$ cat src/rtl/bkgate_pkg.sv
package bkgate_pkg;

    // Gate operating mode
    typedef enum logic [1:0] {
        GM_PASS  = 2'd0,   // request passed through
        GM_HOLD  = 2'd1,   // bounded hold of an in-flight access
        GM_BLOCK = 2'd2    // forced inactive
    } gate_mode_e;

    // Rail selection state
    typedef struct packed {
        logic on_batt;
    } rail_state_t;

    // Compute hold length in clock cycles, rounding up
    function automatic longint hold_cycles(input longint clk_hz, input longint hold_ns);
        longint prod;
        prod = clk_hz * hold_ns;
        return (prod + 64'd999_999_999) / 64'd1_000_000_000;
    endfunction

endpackage

$ cat src/rtl/bkgate_rail.sv
module bkgate_rail
    import bkgate_pkg::*;
(
    input  logic clk,
    input  logic rst_n,
    input  logic supply_ok,
    input  logic supply_gt_batt,
    output logic on_batt
);

    rail_state_t state_d, state_q;

    always_comb begin
        state_d = state_q;
        if (supply_ok && supply_gt_batt) begin
            state_d.on_batt = 1'b0;
        end else if (!supply_ok && !supply_gt_batt) begin
            state_d.on_batt = 1'b1;
        end
    end

    always_ff @(posedge clk) begin
        if (!rst_n) begin
            state_q <= '{on_batt: 1'b1};
        end else begin
            state_q <= state_d;
        end
    end

    assign on_batt = state_q.on_batt;

endmodule

$ cat src/rtl/bkgate_hold.sv
module bkgate_hold
    import bkgate_pkg::*;
#(
    parameter int HOLD_CYC = 750,
    localparam int CNT_W   = (HOLD_CYC > 1) ? $clog2(HOLD_CYC) : 1
) (
    input  logic clk,
    input  logic rst_n,
    input  logic blocked,
    input  logic ce_req_n,
    output logic ce_out_n
);

    localparam logic [CNT_W-1:0] CNT_LOAD = CNT_W'(HOLD_CYC - 1);

    typedef struct packed {
        gate_mode_e        mode;
        logic [CNT_W-1:0]  cnt;
        logic              ce_n;
    } gate_state_t;

    gate_state_t st_d, st_q;

    always_comb begin
        st_d = st_q;
        if (!blocked) begin
            st_d.mode = GM_PASS;
            st_d.cnt  = '0;
            st_d.ce_n = ce_req_n;
        end else begin
            unique case (st_q.mode)
                GM_PASS: begin
                    if (!ce_req_n && !st_q.ce_n) begin
                        st_d.mode = GM_HOLD;
                        st_d.cnt  = CNT_LOAD;
                        st_d.ce_n = 1'b0;
                    end else begin
                        st_d.mode = GM_BLOCK;
                        st_d.ce_n = 1'b1;
                    end
                end
                GM_HOLD: begin
                    if (ce_req_n || (st_q.cnt == '0)) begin
                        st_d.mode = GM_BLOCK;
                        st_d.cnt  = '0;
                        st_d.ce_n = 1'b1;
                    end else begin
                        st_d.cnt  = st_q.cnt - 1'b1;
                        st_d.ce_n = 1'b0;
                    end
                end
                default: begin
                    st_d.mode = GM_BLOCK;
                    st_d.cnt  = '0;
                    st_d.ce_n = 1'b1;
                end
            endcase
        end
    end

    always_ff @(posedge clk) begin
        if (!rst_n) begin
            st_q.mode <= GM_BLOCK;
            st_q.cnt  <= '0;
            st_q.ce_n <= 1'b1;
        end else begin
            st_q <= st_d;
        end
    end

    assign ce_out_n = st_q.ce_n;

endmodule

$ cat src/rtl/bkup_ce_gate.sv
module bkup_ce_gate
    import bkgate_pkg::*;
#(
    parameter longint CLK_HZ  = 50_000_000,
    parameter longint HOLD_NS = 15_000,
    localparam int    HOLD_CYC = int'(hold_cycles(CLK_HZ, HOLD_NS))
) (
    input  logic clk,
    input  logic rst_n,
    input  logic supply_ok,
    input  logic supply_gt_batt,
    input  logic sup_reset,
    input  logic ce_req_n,
    output logic rail_main,
    output logic batt_on,
    output logic ce_gated_n
);

    logic on_batt;
    logic blocked;

    assign blocked = sup_reset || !supply_ok;

    bkgate_rail u_rail (
        .clk            (clk),
        .rst_n          (rst_n),
        .supply_ok      (supply_ok),
        .supply_gt_batt (supply_gt_batt),
        .on_batt        (on_batt)
    );

    bkgate_hold #(
        .HOLD_CYC (HOLD_CYC)
    ) u_hold (
        .clk      (clk),
        .rst_n    (rst_n),
        .blocked  (blocked),
        .ce_req_n (ce_req_n),
        .ce_out_n (ce_gated_n)
    );

    assign batt_on   = on_batt;
    assign rail_main = !on_batt;

endmodule

$ cat config.mk
export PLATFORM = sky130hd
export DESIGN_NAME = bkup_ce_gate
export DESIGN_NICKNAME = d
export VERILOG_FILES = /design/src/rtl/bkgate_pkg.sv /design/src/rtl/bkgate_rail.sv /design/src/rtl/bkgate_hold.sv /design/src/rtl/bkup_ce_gate.sv
export SDC_FILE = /design/constraint.sdc
export NUM_CORES = 1
export LEC_CHECK = 0
export BUFFER_PORTS_ARGS = -buffer_cell sky130_fd_sc_hd__buf_2
export CORE_UTILIZATION = 55
export DETAILED_ROUTE_END_ITERATION = 16
export PLACE_DENSITY_LB_ADDON = 0.3
export SKIP_LAST_GASP = 1
export SLEW_MARGIN = 20
export SYNTH_ARGS = -nofsm -noshare
export SYNTH_HDL_FRONTEND = slang
export SYNTH_HIERARCHICAL = 1
export SYNTH_SLANG_ARGS = --single-unit
$ cat constraint.sdc
create_clock -name clk -period 4.7 [get_ports clk]
set_input_delay 0.235 -clock clk [delete_from_list [all_inputs] [get_ports clk]]
set_output_delay 0.235 -clock clk [all_outputs]
set_load 0.02 [all_outputs]
Word-level counts from Yosys, hierarchy flattened
Index checks and enable logic that the tools add are counted.
{ "word_totals": {"reg_bits": 14, "ramBits": 0, "latch_bits": 0, "mem_count": 0, "mem_bits_ro": 0, "elab_cells": 33, "out_inout_bits": 3} }
{ "classes": {"shifts": 0, "bitwise": 0, "order_cmp": 0, "n_mul": 0, "n_reduce_logical": 14, "div_mod_pow": 0, "muxes": 9, "eq_ne": 4, "n_addsub": 1} }
{ "op_table": {"columns": ["op", "n"], "rows": [
  ["one-hot mux 13 bit (2 select lines)", 1],
  ["two-way mux 13 bit", 1],
  ["two-way mux 11 bit", 1],
  ["logical NOT 10 bit", 1],
  ["two-way mux 10 bit", 1],
  ["subtractor 10 x 1 -> 10 bit (second input constant)", 1],
  ["logical NOT 1 bit", 5],
  ["two-way mux 2 bit", 2],
  ["inequality test 2 x 1 -> 1 bit (second input constant)", 2],
  ["logical AND 1 bit", 3],
  ["two-way mux 1 bit", 3],
  ["inequality test 3 bit (second input constant)", 1],
  ["equality test 2 x 1 -> 1 bit (second input constant)", 1],
  ["logical NOT 2 bit", 1],
  ["logical OR 1 bit", 2],
  ["AND reduction 2 bit", 1],
  ["nonzero test 2 bit", 1]
]} }

Longest topological paths before layout
Gate-level depths: netlist (run 1).
{ "logic_depth": {"ltp_word": 5, "ltp_mapped": 7, "ltp_nobuf": 6} }

By module
The synthesis (run 1) kept the hierarchy.
{ "by_module_without_submodules": {"columns": ["module", "area_per_inst_um2", "n_inst", "cells_per_inst"], "rows": [
  ["bkgate_hold", 800.8, 1, 101],
  ["bkgate_rail", 57.6, 1, 5],
  ["bkup_ce_gate", 10.0, 1, 2]
]} }

Least setup slack after synthesis (run 1)
No wires, ideal clock.
{ "synth_timing": {"kind": "flip-flop to flip-flop", "from": "reg u_hold/st_q[1] in the netlist's numbering", "to": "reg u_hold/st_q[2] in the netlist's numbering", "stages_incl_launch_ff": 8, "slack_ns": 3.069, "path_buffers": 1, "setup_time_ns": 0.127, "period_less_slack_ns": 1.631, "arrival_ns": 1.504, "path_cell_list": "dfxtp_1 inv_1 ha_1 nor3b_1 a31oi_2 buf_6 a22oi_1 nor2_1"} }
{ "synth_between": {"elab_chain_len": 4, "word_cells_on_any_way": 5, "cone_classes": "add/sub: 1; mux: 2; reduce/logical: 2"} }
{ "synth_rtl": {"columns": ["item", "line_no", "text"], "rows": [
  ["start: declaration", "bkgate_hold.sv:22", "gate_state_t st_d, st_q;"],
  ["start signal: assignment", "bkgate_hold.sv:67", "st_q <= st_d;"],
  ["parallel branches: the longest is 2 deep, another holds subtractor 10 x 1 -> 10 bit", null, null],
  ["two-way mux 11 bit (*)", "bkgate_hold.sv:43", "if (ce_req_n || (st_q.cnt == '0)) begin"],
  ["one-hot mux 13 bit (2 select lines) (*)", "bkgate_hold.sv:31", "unique case (st_q.mode)"]
]} }
Every way passes the cells marked *.
A chain may end at the register's enable or synchronous reset.

Worst setup path after layout (run 1)
Same ends and word-level chain as after synthesis.

==> impl_metrics.ini, run 1 <==
[synth]
synth-edff-count = 0
syn-instance-count = 108
ys_seq_elements = 14
synth_top_cells_by_area = dfxtp_1 32%, nor2_1 5.2%, ha_1 4.3%
avgSynthCellArea_um2 = 8.04
async_reset_ff_share_pct = 0
synth_ff_type = dfxtp_1
synth-seq-area-share_pct = 32.3
syn-num-nets = 117
yosysTopAreaCell = dfxtp_1
netlist_area_um2 = 868
yosysWarningCount = 6
synth_top_area_share_pct = 32.3
synth_cell_types = 41

[sta]
maxSlewViolCount = 0
final-hold-violation-count = 0
max_freq_ghz = 0.520
finalWorstPathRequiredPeriod_ns = 1.92
rsz0062_at_grt = false
finalSetupTns_ns = 0
fin_crit_sh_pct = 40.9
clock_skew_ns = 0.00263
fin_ws_ns = 2.78
setup_viol = 0
tightest_slew_ns = 0.565
relSlewSlack_pct = 62.3

[critical_path]
crit_required_ns = 4.86
r2r_slack_ns = 2.78
path_cells = inv_1, ha_1, nor3b_1, a31oi_2, a22oi_1, nor2_1
crit_fanout = 11
setup.worst_path.class = reg2reg
worstSetupEndpointType = register
worstReg2RegStart = u_hold/st_q[1]
r2r_end = u_hold/st_q[2]
r2r.worst_path.cells = 6
start_kind = register
crit_path_top_delay_cell = nor3b_1
worstPathArrival_ns = 2.08
slowest_delay_ns = 0.50

[final_layout]
antennaDiodeCount = 0
fillCellCount = 115
final_cell_mix = 14 x dfxtp_1, 12 x nor2_1, 8 x buf_2, 8 x nand2_1
multi_input_area_um2 = 528
final_common_cell = dfxtp_1
layout.nets = 123
regArea_um2 = 280
syn2layout_area_growth_pct = 6.20
layout-drive-gt1-share_pct = 15.0

[power_and_ir_drop]
peakVddDrop_mv = 0.199
power.density_mw_per_mm2 = 242
p_leak_nw = 0.346

[clock_tree]
cts_tree = yes
cts_hold_buf = 0
root_buffer = clkbuf_4
cts_buffer_depth = 2
numCtsBuffers = 3
path_clk_slew_ns = 0.08
insertion_delay_ns = 0.28
cts_htree_levels = 1
clock-sinks = 14
cts_setup_buffers = 0
cts_resized = 0

[drt]
vias_per_cell = 6.41
postRouteAntennaNets = 0
vias = 820
routedWlPerCell_um = 14.1
drt-pass1-iter-count = 4
drc = 0
drt-total-wl_mm = 1.80
drt_iter0_drc = 39

[global_route]
grt_start_max_net_pins = 12
grt_pass1_wl_mm = 2.99
grt_use_total_pct = 21.6
grt_pass1_vias = 701
grt_overflow_total = 0
antenna_found_initial = 0

[outcome]
status = finished, final reports clean

[die]
fp.dieH_um = 41.7
io_pins = 9
dieArea_mm2 = 0.00174
chipWidth_um = 41.7
fp.coreArea_mm2 = 0.00138
start_util_pct = 62.8
rows = 13

[min_path]
holdPathEnd = u_rail/on_batt
hold_depth = 2
hold_path.class = in2reg
holdCritStartpoint = rst_n

[job]
maxCapViolations = 0

[placement]
gp_congestion = 0.910
dpl.hpwl_mm = 1.35
io_buffers = 8
place_ws_ns = 2.83
-- worst max path at each step --
stage	from	to	slack, ns
after floorplan	u_hold/st_q[1]	u_hold/st_q[2]	3.07
after global placement	u_hold/st_q[1]	u_hold/st_q[2]	2.85
after detailed placement	u_hold/st_q[1]	u_hold/st_q[2]	2.83
after CTS	u_hold/st_q[1]	u_hold/st_q[2]	2.80
after global routing	u_hold/st_q[1]	u_hold/st_q[2]	2.64
final	u_hold/st_q[1]	u_hold/st_q[2]	2.78
-- routing by layer --
| metal | vias to the layer above | global-route usage (%) | share of wire (%) | wire length [um] |
|---|---|---|---|---|
| met5 | - | 0 | 0 | 0 |
| met3 | 3 | 6.52 | 6.6 | 118 |
| met4 | 0 | 3.87 | 0.44 | 8 |
| li1 | 408 | - | - | - |
| met2 | 30 | 33.1 | 46 | 833 |
| met1 | 379 | 30.0 | 47 | 840 |
-- synth_stat cells (2+ instances only) --
master      n
nand2b_1    2
buf_2       3
nor3b_1     2
nand4b_1    3
dfxtp_1    14
a21oi_1     7
inv_1       5
nand2_1     8
nor3_1      4
o21ai_0     7
nor2_1     12
o2bb2ai_1   2
clkbuf_1    2
and3_1      2
a31oi_1     3
ha_1        3
nand3_1     3
nor4_1      3
-- logic make-up (layout without fill, tap and decap cells) --
kind of cell / Yosys count / count (layout) / share of synthesized area [%]
DFF: 14 / 14 / 32.3
and+or+nand+nor: 48 / 48 / 32.7
AOI/OAI and AO/OA: 31 / 31 / 23.8
adders and majority gates: 3 / 3 / 4.32
buffers and inverters: 12 / 17 / 6.92
-- flip-flops by register name, summed over array words and instances, names as in the netlist --
| name | count |
|---|---|
| u_hold/ce_out_n | 1 |
| u_hold/st_q | 12 |
| u_rail/on_batt | 1 |
-- report_power, final --
part / internal (mW) / switching, mW / total, mW / leakage, nW
registers: 0.120 / 0.00155 / 0.121 / 0.113
clock network: 0.0472 / 0.0379 / 0.0851 / 0.0210
logic: 0.00663 / 0.0104 / 0.0171 / 0.211
-- final cells by class --
type	count	area share, %
Multi-Input combinational cell	82	57.3
Tap cell	15	2.04
Inverter	5	2.04
Clock buffer	4	3.93
Sequential cell	14	30.4
Timing Repair Buffer	8	4.34
-- critical path, delay by kind of cell, from the launching register on --
family          cells  cell delay [ns]
compound gates      2             0.62
simple gates        2             0.56
flops               1             0.34
fa+ha+maj           1             0.19
buf+inv             1             0.11
-- through the flow --
stage | hold WS, ns | power, mW | util [%] | instance area [um2] | cells
floorplan | 0.294 | 0.135 | - | 868 | 108
global placement | 0.459 | 0.141 | 64.1 | 886 | 124
detailed placement | 0.462 | 0.141 | 64.1 | 886 | 124
CTS | 0.165 | 0.226 | 66.7 | 922 | 128
global route | 0.167 | 0.233 | 66.7 | 922 | 128
finish | 0.173 | 0.223 | 66.7 | 922 | 128
(Power assumes the default switching activity.)
==> run 2: changes to the inputs <==
--- a/config.mk
+++ b/config.mk
@@ -6,7 +6,8 @@
 export NUM_CORES = 1
 export LEC_CHECK = 0
 export BUFFER_PORTS_ARGS = -buffer_cell sky130_fd_sc_hd__buf_2
-export CORE_UTILIZATION = 55
+export CORE_ASPECT_RATIO = 1.25
+export CORE_UTILIZATION = 50
 export DETAILED_ROUTE_END_ITERATION = 16
 export PLACE_DENSITY_LB_ADDON = 0.3
 export SKIP_LAST_GASP = 1
==> constraint.sdc (replaced) <==
create_clock -name clk -period 1.62 [get_ports clk]
set_input_delay 0.081 -clock clk [delete_from_list [all_inputs] [get_ports clk]]
set_output_delay 0.081 -clock clk [all_outputs]
set_load 0.02 [all_outputs]
==> run 2 against run 1 <==
Against the previous run: non-clock buffer count increased by 11; die area increased by 9.6%; power increased to 2.7 times the previous value; design area increased by 10%; worst hold slack got worse by 0.16 ns; routed wire length increased by 11%; critical path type unchanged.
==> impl_metrics.ini, run 2 (synthesis results as in run 1) <==
[outcome]
status = finished, final reports clean

[global_route]
antenna_found_initial = 0
grt_pass1_vias = 779
grt_start_max_net_pins = 12
grt_overflow_total = 0
grt_use_total_pct = 25.5
grt_pass1_wl_mm = 3.42

[final_layout]
final_util_pct = 63.4
final_cell_mix = 12 x nor2_1, 12 x dfxtp_1, 11 x buf_4, 8 x buf_2, 8 x nand2_1
layout.nets = 134
top_register = u_hold/st_q
antennaDiodeCount = 0
layout-drive-gt1-share_pct = 26.8
syn2layout_area_growth_pct = 16.9
largest_register_ffs = 12

[sta]
tightest_slew_ns = 0.461
max_freq_ghz = 0.648
rsz0062_at_grt = false
hold_ws_ns = 0.00857
final-hold-violation-count = 0
relSlewSlack_pct = 69.0
setup_viol = 0
maxSlewViolCount = 0
finalWorstPathRequiredPeriod_ns = 1.54
clock_skew_ns = 0.00517
fin_crit_sh_pct = 95.3

[drt]
vias = 851
vias_per_cell = 6.04
drt-pass1-iter-count = 4
drt_iter0_drc = 41
drc = 0
drt-total-wl_mm = 2.00
routedWlPerCell_um = 14.1
postRouteAntennaNets = 0

[critical_path]
worstPathArrival_ns = 1.75
crit_required_ns = 1.83
start_kind = register
r2r.worst_path.cells = 5
setup.worst_path.class = reg2reg
r2r_end = u_hold/st_q[7]
r2r_slack_ns = 0.08
crit_fanout = 6
worstSetupEndpointType = register
worstReg2RegStart = u_hold/st_q[11]

[die]
fp.coreArea_mm2 = 0.00160
chipWidth_um = 39.3
start_util_pct = 54.2
fp.dieH_um = 48.6
io_pins = 9
rows = 16
dieArea_mm2 = 0.00191

[min_path]
hold_path.class = in2reg
holdPathEnd = u_rail/on_batt
hold_depth = 2
holdCritStartpoint = rst_n

[clock_tree]
clock-sinks = 14
root_buffer = clkbuf_4
cts_tree = yes
insertion_delay_ns = 0.28
cts_htree_levels = 1
cts_hold_buf = 0
cts_setup_buffers = 0
path_clk_slew_ns = 0.08
cts_buffer_depth = 2
numCtsBuffers = 3

[power_and_ir_drop]
peakVddDrop_mv = 0.478
power_mw = 0.605
power.density_mw_per_mm2 = 597
p_leak_nw = 0.399

[placement]
io_buffers = 8
dpl.hpwl_mm = 1.52
gp_congestion = 0.953

[job]
maxCapViolations = 0
## run 2: cell types whose count changed in the layout (fill, tap and decap cells not counted), sizes merged
cell	change
buf	+11
clkbuf	-1
## run 2: power breakdown
part           leakage (nW)  switching [mW]  total (mW)  internal (mW)
combinational         0.271          0.0327      0.0552         0.0224
clock                0.0138           0.114       0.200         0.0864
sequential            0.114         0.00292       0.350          0.347
## run 2: layer usage
layer	routed length, um	global-route usage (%)	vias up	part of all wire, %
met5	0	0	-	0
met2	986	39.7	36	49
li1	-	-	429	-
met1	850	32.4	382	43
met3	105	2.75	4	5.3
met4	53	15.5	0	2.7
## run 2: worst max-delay path, stage by stage, from the launching register on
cell	delay [ns]
dfxtp_1	0.35
or3b_1	0.47
a31oi_2	0.22
buf_4	0.16
nand4b_1	0.10
a31oi_1	0.17
## run 2: worst max-delay path by stage
stage / start / to / slack, ns / cells after the start
global placement: u_hold/st_q[1] / u_hold/st_q[8] / 0.01 / 4
finish: u_hold/st_q[11] / u_hold/st_q[7] / 0.08 / 5
floorplan: u_hold/st_q[11] / u_hold/st_q[7] / 0.1 / 7
detailed placement: u_hold/st_q[1] / u_hold/st_q[8] / -0.02 / 4
global route: u_hold/st_q[2] / u_hold/st_q[2] / 0.000008 / 7
CTS: u_hold/st_q[1] / u_hold/st_q[9] / 0.01 / 7
## run 2: area by class of cell
cell class | instances | area, um2
Clock buffer | 3 | 22.5
Fill cell | 146 | 587
Inverter | 5 | 18.8
Multi-Input combinational cell | 82 | 546
Sequential cell | 14 | 283
Tap cell | 18 | 22.5
Timing Repair Buffer | 19 | 123
## run 2: what timing repair did
action	4_1_cts	5_1_grt
resized for setup	1	5
gates cloned	0	0
setup endpoints to repair	2	8
pin swaps	0	2
## run 2: metrics by stage
stage	setup slack, ns	TNS (ns)	area [um2]	std cells
2_1_floorplan	0.0970	0	873	108
3_3_place_gp	0.0127	0	977	138
3_5_place_dp	-0.0238	-0.0435	977	138
4_1_cts	0.00991	0	1000	141
5_1_grt	0.00000755	0	1010	141
6_report	0.0758	0	1010	141
==> run 3: changes to the inputs <==
--- a/config.mk
+++ b/config.mk
@@ -10,6 +10,7 @@
 export CORE_UTILIZATION = 50
 export DETAILED_ROUTE_END_ITERATION = 16
 export PLACE_DENSITY_LB_ADDON = 0.3
+export REMOVE_ABC_BUFFERS = 1
 export SKIP_LAST_GASP = 1
 export SLEW_MARGIN = 20
 export SYNTH_ARGS = -nofsm -noshare
==> constraint.sdc (replaced) <==
create_clock -name clk -period 1.62 [get_ports clk]
set_input_delay 0.243 -clock clk [delete_from_list [all_inputs] [get_ports clk]]
set_output_delay 0.243 -clock clk [all_outputs]
set_load 0.02 [all_outputs]
==> run 3 against run 2 <==
Against the previous run: non-clock buffer count is 4 higher; combinational power grew 6.9%; critical path depth down 1; largest power group unchanged; global-route usage is 1.1 points higher; cell count rose by 2.8%; register-to-register slack hardly changed; power fell by 1.2%; highest routed layer unchanged; clock power decreased by 5%; worst hold slack improved by 0.18 ns; clock-buffer cell count stayed put; flip-flop and latch count unchanged.
==> impl_metrics.ini, run 3 (synthesis results as in run 1) <==
[min_path]
hold_path.class = in2reg
hold_depth = 2

[drt]
top_layer = met4
routedWlPerCell_um = 15.6
wl_met3_um = 58
drt-total-wl_mm = 2.26
m1WireLength_um = 994
wl_met2_mm = 1.17
drt_iter0_drc = 25
postRouteAntennaNets = 0
vias_per_cell = 6.13
vias = 889
drt-pass1-iter-count = 4
drc = 0

[global_route]
antenna_found_initial = 0
grt_overflow_total = 0
grt_start_max_net_pins = 12
grt_use_total_pct = 26.7
grt_pass1_vias = 877
grt_pass1_wl_mm = 3.67

[final_layout]
final_cell_mix = 14 x buf_4, 12 x nor2_1, 12 x dfxtp_1, 8 x buf_2, 8 x nand2_1
layout.nets = 138
fillCellCount = 141
syn2layout_area_growth_pct = 19.7
top_register = u_hold/st_q
multi_input_area_um2 = 537
largest_register_ffs = 12
regArea_um2 = 283
design_area_mm2 = 0.00104
layout-drive-gt1-share_pct = 27.6
final_common_cell = buf_4
finalNonFillerCells = 145
antennaDiodeCount = 0

[critical_path]
r2r.worst_path.cells = 4
worstPathArrival_ns = 1.76
start_kind = register
setup.worst_path.class = reg2reg
crit_fanout = 6
crit_required_ns = 1.83
worstSetupEndpointType = register

[sta]
max_freq_ghz = 0.645
fin_crit_sh_pct = 95.7
setup_viol = 0
tightest_slew_ns = 0.438
finalWorstPathRequiredPeriod_ns = 1.55
finalSetupTns_ns = 0
maxSlewViolCount = 0
final-hold-violation-count = 0
hold_ws_ns = 0.193
clock_skew_ns = 0.00218
relSlewSlack_pct = 70.5

[outcome]
status = finished, final reports clean

[clock_tree]
path_clk_slew_ns = 0.08
cts_buffer_depth = 2
clock-sinks = 14
cts_htree_levels = 1
cts_hold_buf = 0
insertion_delay_ns = 0.27
numCtsBuffers = 3
root_buffer = clkbuf_4
cts_setup_buffers = 0
cts_tree = yes

[die]
io_pins = 9
fp.dieH_um = 48.6
start_util_pct = 54.2
dieArea_mm2 = 0.00191
rows = 16
chipWidth_um = 39.3
fp.coreArea_mm2 = 0.00160

[power_and_ir_drop]
peakVddDrop_mv = 0.405
p_leak_nw = 0.413
power.density_mw_per_mm2 = 575
power_mw = 0.598

[placement]
dpl.hpwl_mm = 1.60
io_buffers = 8
placedCellCount = 142
place_area_mm2 = 0.00100
gp_congestion = 0.945

[job]
maxCapViolations = 0
[run 3: changes by cell type in the layout (fill, tap and decap cells not counted)]
cell     before  now
buf_4        11   14
inv_2         1    0
ha_2          1    0
inv_1         4    5
nor3b_4       1    0
nor3b_2       0    1
buf_6         0    1
ha_1          2    3
[run 3: repair_timing]
item | in CTS | in global routing
setup endpoints to repair | 2 | 11
hold endpoints to repair | 0 | 0
cloned | 0 | 0
resized for setup | 1 | 4
pin swaps | 0 | 1
[run 3: path summary, 6_finish.rpt]
check / startpoint / to / slack [ns]
max reg2reg: u_hold/st_q[1] / u_hold/st_q[8] / 0.07
max: u_hold/st_q[1] / u_hold/st_q[8] / 0.07
min: rst_n / u_rail/on_batt / 0.19
min reg2reg: u_hold/st_q[10] / u_hold/st_q[10] / 0.52
[run 3: through the flow]
stage	utilization (%)	setup WS, ns
after floorplan	-	-0.00741
after global placement	62.6	0.0354
after detailed placement	62.6	-0.0249
after CTS	64.2	0.0128
after global routing	64.9	-0.00423
final	64.9	0.0701
[run 3: power by group]
group          switching, mW  total [mW]  internal, mW
registers            0.00295       0.350         0.347
clock network          0.103       0.189        0.0859
logic                 0.0348      0.0590        0.0242
[run 3: metal layers]
metal	track usage, %	vias up
li1	-	432
met1	34.3	429
met2	43.1	24
met3	1.38	4
met4	13.8	0
met5	0	-
[run 3: worst max-delay path, cell delays in order, from the launching register on]
cell      delay (ns)
dfxtp_2         0.34
or4_4           0.59
nor4b_4         0.29
nand4b_1        0.12
a21boi_1        0.14
[run 3: area by class of cell]
cell class              instances  share of cell area (%)
inverters                       5                    1.81
multi-input cells              82                    51.6
well taps                      18                    2.17
repair buffers                 23                    15.0
clock buffers                   3                    2.17
flip-flops and latches         14                    27.2
